[src/rtl/vecTrapPkg.sv]
package vecTrapPkg;

  typedef enum logic [2:0] {
    EXC_NONE = 3'd0,
    EXC_UD   = 3'd1,
    EXC_NM   = 3'd2,
    EXC_SS   = 3'd3,
    EXC_GP   = 3'd4,
    EXC_PF   = 3'd5,
    EXC_AC   = 3'd6
  } excCode_e;

  typedef enum logic [1:0] {
    MODE_REAL  = 2'd0,
    MODE_V86   = 2'd1,
    MODE_PROT  = 2'd2,
    MODE_PROT2 = 2'd3
  } cpuMode_e;

  // Number of exception classes; class index i maps to code i+1,
  // lower index has higher priority.
  localparam int NUM_CLS = 6;
  localparam int CODE_W  = 3;

  typedef struct packed {
    logic               load;
    logic [NUM_CLS-1:0] grant;
  } trapStrobe_t;

endpackage

[src/rtl/vecTrapCond.sv]
module vecTrapCond
  import vecTrapPkg::*;
#(
  parameter int FEAT_W     = 32,
  parameter int OLD_BIT    = 25,
  parameter int NEW_BIT    = 26,
  parameter int ALIGN_BITS = 4
) (
  input  logic [1:0]            cpuMode,
  input  logic                  newGen,
  input  logic [FEAT_W-1:0]     featWord,
  input  logic                  emulateBit,
  input  logic                  taskSwitched,
  input  logic                  osSaveEn,
  input  logic                  hasMemOp,
  input  logic                  maskExtract,
  input  logic                  stackRel,
  input  logic [ALIGN_BITS-1:0] addrLow,
  input  logic                  misalignMode,
  input  logic                  alignChkEn,
  input  logic                  segLimitViol,
  input  logic                  nonCanon,
  input  logic                  nullSeg,
  input  logic                  pageFault,
  output logic [NUM_CLS-1:0]    raise
);

  localparam int IDX_W = (FEAT_W > 1) ? $clog2(FEAT_W) : 1;
  localparam logic [IDX_W-1:0] OLD_IDX = IDX_W'(OLD_BIT);
  localparam logic [IDX_W-1:0] NEW_IDX = IDX_W'(NEW_BIT);

  cpuMode_e   modeSel;
  logic       inReal, inV86, inProt;
  logic [IDX_W-1:0] featIdx;
  logic       featOk;
  logic       memLive;
  logic       unaligned;
  logic       addrBad;
  logic       gpAddr, gpNull, gpAlign;

  always_comb begin
    modeSel = cpuMode_e'(cpuMode);
    inReal  = (modeSel == MODE_REAL);
    inV86   = (modeSel == MODE_V86);
    inProt  = (modeSel == MODE_PROT) || (modeSel == MODE_PROT2);
  end

  assign featIdx   = newGen ? NEW_IDX : OLD_IDX;
  assign featOk    = featWord[featIdx];
  assign memLive   = hasMemOp && !maskExtract;
  assign unaligned = |addrLow;
  assign addrBad   = segLimitViol || nonCanon;

  assign gpAddr  = !stackRel && addrBad;
  assign gpNull  = inProt && nullSeg;
  assign gpAlign = !misalignMode && unaligned && (inReal || inProt);

  always_comb begin
    raise    = '0;
    raise[0] = !featOk || emulateBit || !osSaveEn;
    raise[1] = taskSwitched;
    raise[2] = memLive && stackRel && addrBad;
    raise[3] = memLive && (gpAddr || gpNull || gpAlign);
    raise[4] = memLive && pageFault && (inV86 || inProt);
    raise[5] = memLive && misalignMode && alignChkEn && unaligned && (inV86 || inProt);
  end

endmodule

[src/rtl/vecTrapCtrl.sv]
module vecTrapCtrl
  import vecTrapPkg::*;
(
  input  logic               checkReq,
  input  logic [NUM_CLS-1:0] raise,
  output trapStrobe_t        strobe
);

  logic [NUM_CLS-1:0] grantVec;
  logic               taken;

  always_comb begin
    grantVec = '0;
    taken    = 1'b0;
    for (int i = 0; i < NUM_CLS; i++) begin
      if (raise[i] && !taken) begin
        grantVec[i] = 1'b1;
        taken       = 1'b1;
      end
    end
  end

  always_comb begin
    strobe.load  = checkReq;
    strobe.grant = checkReq ? grantVec : '0;
  end

endmodule

[src/rtl/vecTrapRegs.sv]
module vecTrapRegs
  import vecTrapPkg::*;
(
  input  logic              clk,
  input  logic              rstN,
  input  trapStrobe_t       strobe,
  output logic [CODE_W-1:0] excCode,
  output logic              go
);

  logic [CODE_W-1:0] codeNext;
  logic [CODE_W-1:0] codeTerm [NUM_CLS];

  for (genvar g = 0; g < NUM_CLS; g++) begin : g_enc
    assign codeTerm[g] = strobe.grant[g] ? CODE_W'(g + 1) : '0;
  end

  always_comb begin
    codeNext = '0;
    for (int i = 0; i < NUM_CLS; i++) codeNext = codeNext | codeTerm[i];
  end

  always_ff @(posedge clk) begin
    if (!rstN) begin
      excCode <= '0;
      go      <= 1'b0;
    end else begin
      excCode <= strobe.load ? codeNext : '0;
      go      <= strobe.load && (strobe.grant == '0);
    end
  end

endmodule

[src/rtl/vecTrapCheck.sv]
module vecTrapCheck
  import vecTrapPkg::*;
#(
  parameter int FEAT_W     = 32,
  parameter int OLD_BIT    = 25,
  parameter int NEW_BIT    = 26,
  parameter int ALIGN_BITS = 4
) (
  input  logic                  clk,
  input  logic                  rstN,
  input  logic                  checkReq,
  input  logic [1:0]            cpuMode,
  input  logic                  newGen,
  input  logic [FEAT_W-1:0]     featWord,
  input  logic                  emulateBit,
  input  logic                  taskSwitched,
  input  logic                  osSaveEn,
  input  logic                  hasMemOp,
  input  logic                  maskExtract,
  input  logic                  stackRel,
  input  logic [ALIGN_BITS-1:0] addrLow,
  input  logic                  misalignMode,
  input  logic                  alignChkEn,
  input  logic                  segLimitViol,
  input  logic                  nonCanon,
  input  logic                  nullSeg,
  input  logic                  pageFault,
  output logic [2:0]            excCode,
  output logic                  go
);

  logic [NUM_CLS-1:0] raise;
  trapStrobe_t        strobe;

  vecTrapCond #(
    .FEAT_W(FEAT_W), .OLD_BIT(OLD_BIT), .NEW_BIT(NEW_BIT), .ALIGN_BITS(ALIGN_BITS)
  ) i_cond (
    .cpuMode(cpuMode), .newGen(newGen), .featWord(featWord),
    .emulateBit(emulateBit), .taskSwitched(taskSwitched), .osSaveEn(osSaveEn),
    .hasMemOp(hasMemOp), .maskExtract(maskExtract), .stackRel(stackRel),
    .addrLow(addrLow), .misalignMode(misalignMode), .alignChkEn(alignChkEn),
    .segLimitViol(segLimitViol), .nonCanon(nonCanon), .nullSeg(nullSeg),
    .pageFault(pageFault), .raise(raise)
  );

  vecTrapCtrl i_ctrl (
    .checkReq(checkReq), .raise(raise), .strobe(strobe)
  );

  vecTrapRegs i_regs (
    .clk(clk), .rstN(rstN), .strobe(strobe), .excCode(excCode), .go(go)
  );

endmodule

[config.mk]
export PLATFORM = sky130hd
export DESIGN_NAME = vecTrapCheck
export DESIGN_NICKNAME = d
export VERILOG_FILES = /design/src/rtl/vecTrapPkg.sv /design/src/rtl/vecTrapCond.sv /design/src/rtl/vecTrapCtrl.sv /design/src/rtl/vecTrapRegs.sv /design/src/rtl/vecTrapCheck.sv
export SDC_FILE = /design/constraint.sdc
export NUM_CORES = 1
export LEC_CHECK = 0
export ABC_AREA = 1
export BUFFER_PORTS_ARGS = -buffer_cell sky130_fd_sc_hd__buf_2
export CAP_MARGIN = 20
export CORE_AREA = 2 2 40 42
export DETAILED_ROUTE_END_ITERATION = 6
export DIE_AREA = 0 0 42 44
export GPL_TIMING_DRIVEN = 0
export PLACE_DENSITY = 0.78
export SETUP_SLACK_MARGIN = 0.4
export SYNTH_ARGS = -nofsm -noshare
export SYNTH_HDL_FRONTEND = slang
export SYNTH_SLANG_ARGS = --single-unit
[constraint.sdc]
create_clock -name clk -period 1 [get_ports clk]
set_input_delay 0.15 -clock clk [delete_from_list [all_inputs] [get_ports clk]]
set_output_delay 0.15 -clock clk [all_outputs]
set_load 0.02 [all_outputs]
==> impl_metrics.env, run 1 <==
export IMPL_status="complete, no violations"
export IMPL_vias_per_cell=4.31
export IMPL_port_buffers=27
export IMPL_yosys_cell_types_count=14
export IMPL_relSlewSlack_pct=81.6
export IMPL_nNetsFinal=144
export IMPL_drtIter0Drc=2
export IMPL_yosysTopAreaCell="dfxtp_1"
export IMPL_die_area_sq_um=1850
export IMPL_placementRows=14
export IMPL_routabilityCongestion=0.700
export IMPL_grt_total_usage_pct=11.3
export IMPL_die_x_um=42
export IMPL_cts_root_buf="clkbuf_4"
export IMPL_antenna_found_initial=0
export IMPL_grt_overflow=0
export IMPL_stdcell_area_sq_um=678
export IMPL_routedWlPerCell_um=8.60
export IMPL_drv_cap=0
export IMPL_leakagePower_nw=0.354
export IMPL_ys_warn_count=0
export IMPL_worstPathArrival_ns=0.94
export IMPL_ir_drop_v=0.000282
export IMPL_drc_errors=0
export IMPL_grt_max_degree=6
export IMPL_htreeDepth=1
export IMPL_clk_pin_slew_worst_paths_ns=0.04
export IMPL_power_density_nw_per_um2=802
export IMPL_slew_violations=0
export IMPL_start_util_pct=23.2
export IMPL_worstPathRequired_ns=1.13
export IMPL_vias=448
export IMPL_finalHoldViolations=0
export IMPL_finalCriticalPeriod_ns=0.815
export IMPL_fp_coreArea_sq_um=1420
export IMPL_yosysSeqAreaShare_pct=24.3
export IMPL_drtPass1Iterations=2
export IMPL_rsz0062_at_grt="yes"
export IMPL_endpoint_kind="flip-flop"
export IMPL_total_power_mw=0.544
export IMPL_cts_tree="done"
export IMPL_hpwlAfterDp_um=722
export IMPL_min_delay_start="rstN"
export IMPL_cts_hold_fix_buffers=0
export IMPL_drive_gt1_share_pct=62.5
export IMPL_numCtsBuffers=3
export IMPL_syn_num_nets=111
export IMPL_synth_area_top_cells="dfxtp_1, inv_1, nand2_1"
export IMPL_crit_start="nonCanon"
export IMPL_ys_ff_latch=4
export IMPL_hp_class="in2reg"
export IMPL_clockBufferDepth=2
export IMPL_worstSetupPathType="in2reg"
export IMPL_finalSetupViolations=0
export IMPL_finalWirelength_um=894
export IMPL_postSynthCellCount=57
export IMPL_critPathMaxFanout=3
export IMPL_diodes=0
export IMPL_fin_crit_sh_pct=81.5
export IMPL_place_area_sq_um=509
export IMPL_die_h_um=44
export IMPL_synth_top_area_share_pct=24.3
export IMPL_grt_pass1_wl_mm=1.55
export IMPL_start_kind="input port"
export IMPL_worstMarginPinSlew_ns=0.275
export IMPL_area_delta_synth_final_pct=106
export IMPL_fillCellCount=152
export IMPL_ant_nets=0
export IMPL_fmax_ghz=1.23
export IMPL_cts_sinks=4
export IMPL_avgSynthCellArea_sq_um=5.77
export IMPL_grt_pass1_vias=464
export IMPL_num_io_pins=58
export IMPL_syn_area_sq_um=329
==> final cells by class <==
cell class / count / area [sq um] / share of cell area, %
timing repair buffer: 28 / 224 / 33.0
multi-input combinational: 40 / 265 / 39.1
inverter: 13 / 61.3 / 9.04
sequential: 4 / 85.1 / 12.5
tap: 16 / 20.0 / 2.95
clock buffer: 3 / 22.5 / 3.32
==> worst max-delay path: stages <==
cell and delay, ns:
buf_12 0.11, inv_8 0.04, nand2_4 0.04, nand3_2 0.07, nand2_2 0.07, nor2_4 0.18, nand4_1 0.14, nand2_1 0.10
nor2_1 0.04
==> power breakdown <==
group | internal (mW) | switching [mW]
sequential | 0.165 | 0.00170
combinational | 0.0942 | 0.0829
clock | 0.134 | 0.0657
total | 0.394 | 0.150
==> kinds of logic after synthesis <==
kind of cell / share of synthesized area [%]
buffers and inverters: 14.8
AND/OR/NAND/NOR: 47.1
AO/OA/AOI/OAI: 13.7
flip-flops: 24.3
==> synth_stat cells <==
| cell | count |
|---|---|
| a21oi_1 | 3 |
| dfxtp_1 | 4 |
| inv_1 | 13 |
| nand2_1 | 13 |
| nand3_1 | 3 |
| nand3_2 | 1 |
| nand3b_1 | 1 |
| nand4_1 | 2 |
| nor2_1 | 10 |
| nor2_2 | 2 |
| nor2_4 | 1 |
| o211ai_1 | 1 |
| o211ai_2 | 1 |
| o21ai_0 | 2 |
==> flip-flops by register name (all words and copies together), names as in the netlist <==
| register | count |
|---|---|
| i_regs.excCode | 3 |
| i_regs.go | 1 |
==> placed cells by master, fill, tap and decap left out <==
cell type and count:
nor2_2 3, nand3_2 1, a21oi_2 2, o211ai_1 1, dfxtp_2 4, nand3_1 1, nand4_1 2, nand3_4 2
nand2_1 9, buf_2 16, nand2_4 1, inv_4 2, nand3b_1 1, buf_6 9, inv_8 1, nor2_1 7
inv_2 1, buf_12 1, o21ai_1 2, buf_8 1, buf_4 1, o211ai_2 1, nand2_2 3, inv_1 9
a21oi_1 1, nor2_4 3, clkbuf_4 3
==> final timing paths <==
| kind | depth (start not counted) | endpoint |
|---|---|---|
| worst max-delay path | 9 | i_regs.go$_SDFF_PN0_ |
| worst min-delay path | 3 | i_regs.excCode[1]$_SDFF_PN0_ |
==> metrics by stage <==
step / hold slack (ns) / TNS [ns] / setup WS (ns) / instances / utilization [%]
final: 0.211 / 0 / 0.185 / 104 / 47.8
after detailed placement: 0.442 / -0.241 / -0.0994 / 100 / 35.9
after CTS: 0.207 / 0 / 0.178 / 104 / 45.0
after global placement: 0.437 / -0.0927 / -0.0500 / 100 / 35.9
after global routing: 0.239 / 0 / 0.122 / 104 / 47.8
after floorplan: 0.311 / 0 / 0.158 / 57 / -
==> per-layer routing <==
metal | part of all wire (%) | wire (um) | global-route usage [%]
met5 | 0 | 0 | 0
met1 | 31 | 278 | 10.6
met2 | 61 | 549 | 20.9
met4 | 1.6 | 14 | 11.6
met3 | 5.7 | 51 | 1.25
==> what timing repair did <==
| action | 4_1_cts | 5_1_grt |
|---|---|---|
| setup buffers | 1 | 0 |
| resized for setup | 32 | 8 |
| endpoints found under the setup margin | 8 | 8 |
| pin swaps | 19 | 12 |
Note: power is estimated with default switching activity, not from simulation.
==> run 2, diff against run 1 <==
==> constraint.sdc (replaced) <==
create_clock -name clk -period 0.8 [get_ports clk]
set_input_delay 0.12 -clock clk [delete_from_list [all_inputs] [get_ports clk]]
set_output_delay 0.12 -clock clk [all_outputs]
set_load 0.02 [all_outputs]
==> impl_metrics.env, run 2 (same netlist as run 1, synthesis figures left out) <==
export IMPL_final_util_pct=46.5
export IMPL_drc_errors=0
export IMPL_start_kind="input port"
export IMPL_setup_slack_ns=-0.0107
export IMPL_grt_total_usage_pct=11.0
export IMPL_routedWlPerCell_um=8.20
export IMPL_numCtsBuffers=3
export IMPL_fin_crit_sh_pct=101
export IMPL_clockBufferDepth=2
export IMPL_cp_num_cells=9
export IMPL_worstPathArrival_ns=0.93
export IMPL_area_delta_synth_final_pct=100
export IMPL_die_x_um=42
export IMPL_fillCellCount=145
export IMPL_finalWirelength_um=861
export IMPL_die_area_sq_um=1850
export IMPL_rsz0062_at_grt="yes"
export IMPL_nNetsFinal=144
export IMPL_slew_violations=0
export IMPL_htreeDepth=1
export IMPL_drtPass1Iterations=2
export IMPL_min_path_cells=3
export IMPL_start_util_pct=23.2
export IMPL_finalHoldViolations=0
export IMPL_routabilityCongestion=0.683
export IMPL_total_power_mw=0.676
export IMPL_grt_pass1_vias=431
export IMPL_drv_cap=0
export IMPL_ant_nets=0
export IMPL_cts_root_buf="clkbuf_4"
export IMPL_clk_pin_slew_worst_paths_ns=0.04
export IMPL_grt_max_degree=6
export IMPL_slowest_stage="nand4_1"
export IMPL_worstPathRequired_ns=0.92
export IMPL_cpPeakStageDelay_ns=0.17
export IMPL_critPathMaxFanout=3
export IMPL_diodes=0
export IMPL_cts_tree="done"
export IMPL_port_buffers=27
export IMPL_largest_reg_flops=3
export IMPL_final_common_cell="buf_2"
export IMPL_multiInputGateArea_sq_um=267
export IMPL_finalSetupViolations=3
export IMPL_power_density_nw_per_um2=1030
export IMPL_relSlewSlack_pct=81.4
export IMPL_finalCriticalPeriod_ns=0.811
export IMPL_final_seq_area_sq_um=92.6
export IMPL_worstSetupPathType="in2reg"
export IMPL_placementRows=14
export IMPL_fmax_ghz=1.23
export IMPL_violations="negative setup slack"
export IMPL_reg_top3="i_regs.excCode (3), i_regs.go (1)"
export IMPL_grt_pass1_wl_mm=1.54
export IMPL_vias_per_cell=4.30
export IMPL_status="finished with violations"
export IMPL_num_io_pins=58
export IMPL_drtIter0Drc=5
export IMPL_hp_class="in2reg"
export IMPL_fin_cells=105
export IMPL_hold_slack_ns=0.182
export IMPL_dp_cells=100
export IMPL_regMostFlops="i_regs.excCode"
export IMPL_grt_overflow=0
export IMPL_antenna_found_initial=0
export IMPL_ir_drop_v=0.000296
export IMPL_layout_common_cells="buf_2, nand2_1, inv_1"
export IMPL_endpoint_kind="flip-flop"
export IMPL_worstMarginPinSlew_ns=0.279
export IMPL_drive_gt1_share_pct=62.9
export IMPL_die_h_um=44
export IMPL_path_delay_family="simple AND/OR/NAND/NOR gates"
export IMPL_cp_num_buf_inv=2
export IMPL_vias=451
export IMPL_fp_coreArea_sq_um=1420
export IMPL_crit_chain="buf_2 -> inv_4 -> nand2_2 -> nand3_4 -> nand2_4 -> nor2_4 -> nand4_1 -> nand2_1 -> nor2_1"
export IMPL_hpwlAfterDp_um=703
export IMPL_leakagePower_nw=0.349
export IMPL_cts_sinks=4
## run 2: routing by layer
| metal | track usage [%] | wire, um | up-vias |
|---|---|---|---|
| met1 | 10.5 | 324 | 192 |
| met4 | 5.81 | 0 | 0 |
| met2 | 20.9 | 479 | 16 |
| li1 | - | - | 243 |
| met5 | 0 | 0 | - |
| met3 | 3.75 | 57 | 0 |
## run 2: cell type report
type | instances | area share, %
sequential | 4 | 14.0
timing repair buffer | 28 | 29.2
inverter | 13 | 9.30
multi-input combinational | 40 | 40.4
tap | 16 | 3.04
clock buffer | 4 | 3.98
## run 2: repair_timing
item | 4_1_cts | 5_1_grt
hold buffers | 0 | 0
pin swaps | 13 | 17
endpoints found under the setup margin | 8 | 8
gates resized for setup | 20 | 11
buffers inserted | 0 | 1
## run 2: through the flow
step	TNS [ns]	cell area [sq um]	setup slack, ns
finish	-0.0224	659	-0.0107
detailed placement	-0.896	520	-0.264
CTS	-0.0512	607	-0.0227
global route	-0.246	659	-0.0789
floorplan	-0.0210	365	-0.0121
global placement	-0.775	520	-0.227
## run 2: worst paths after layout
check | from | endpoint
worst max-delay path | segLimitViol | i_regs.go$_SDFF_PN0_
worst min-delay path | rstN | i_regs.excCode[1]$_SDFF_PN0_
## run 2: report_power, final
group          switching [mW]  internal [mW]
Combinational           0.104          0.102
Clock                  0.0833          0.187
Sequential            0.00210          0.198
Total                   0.189          0.487
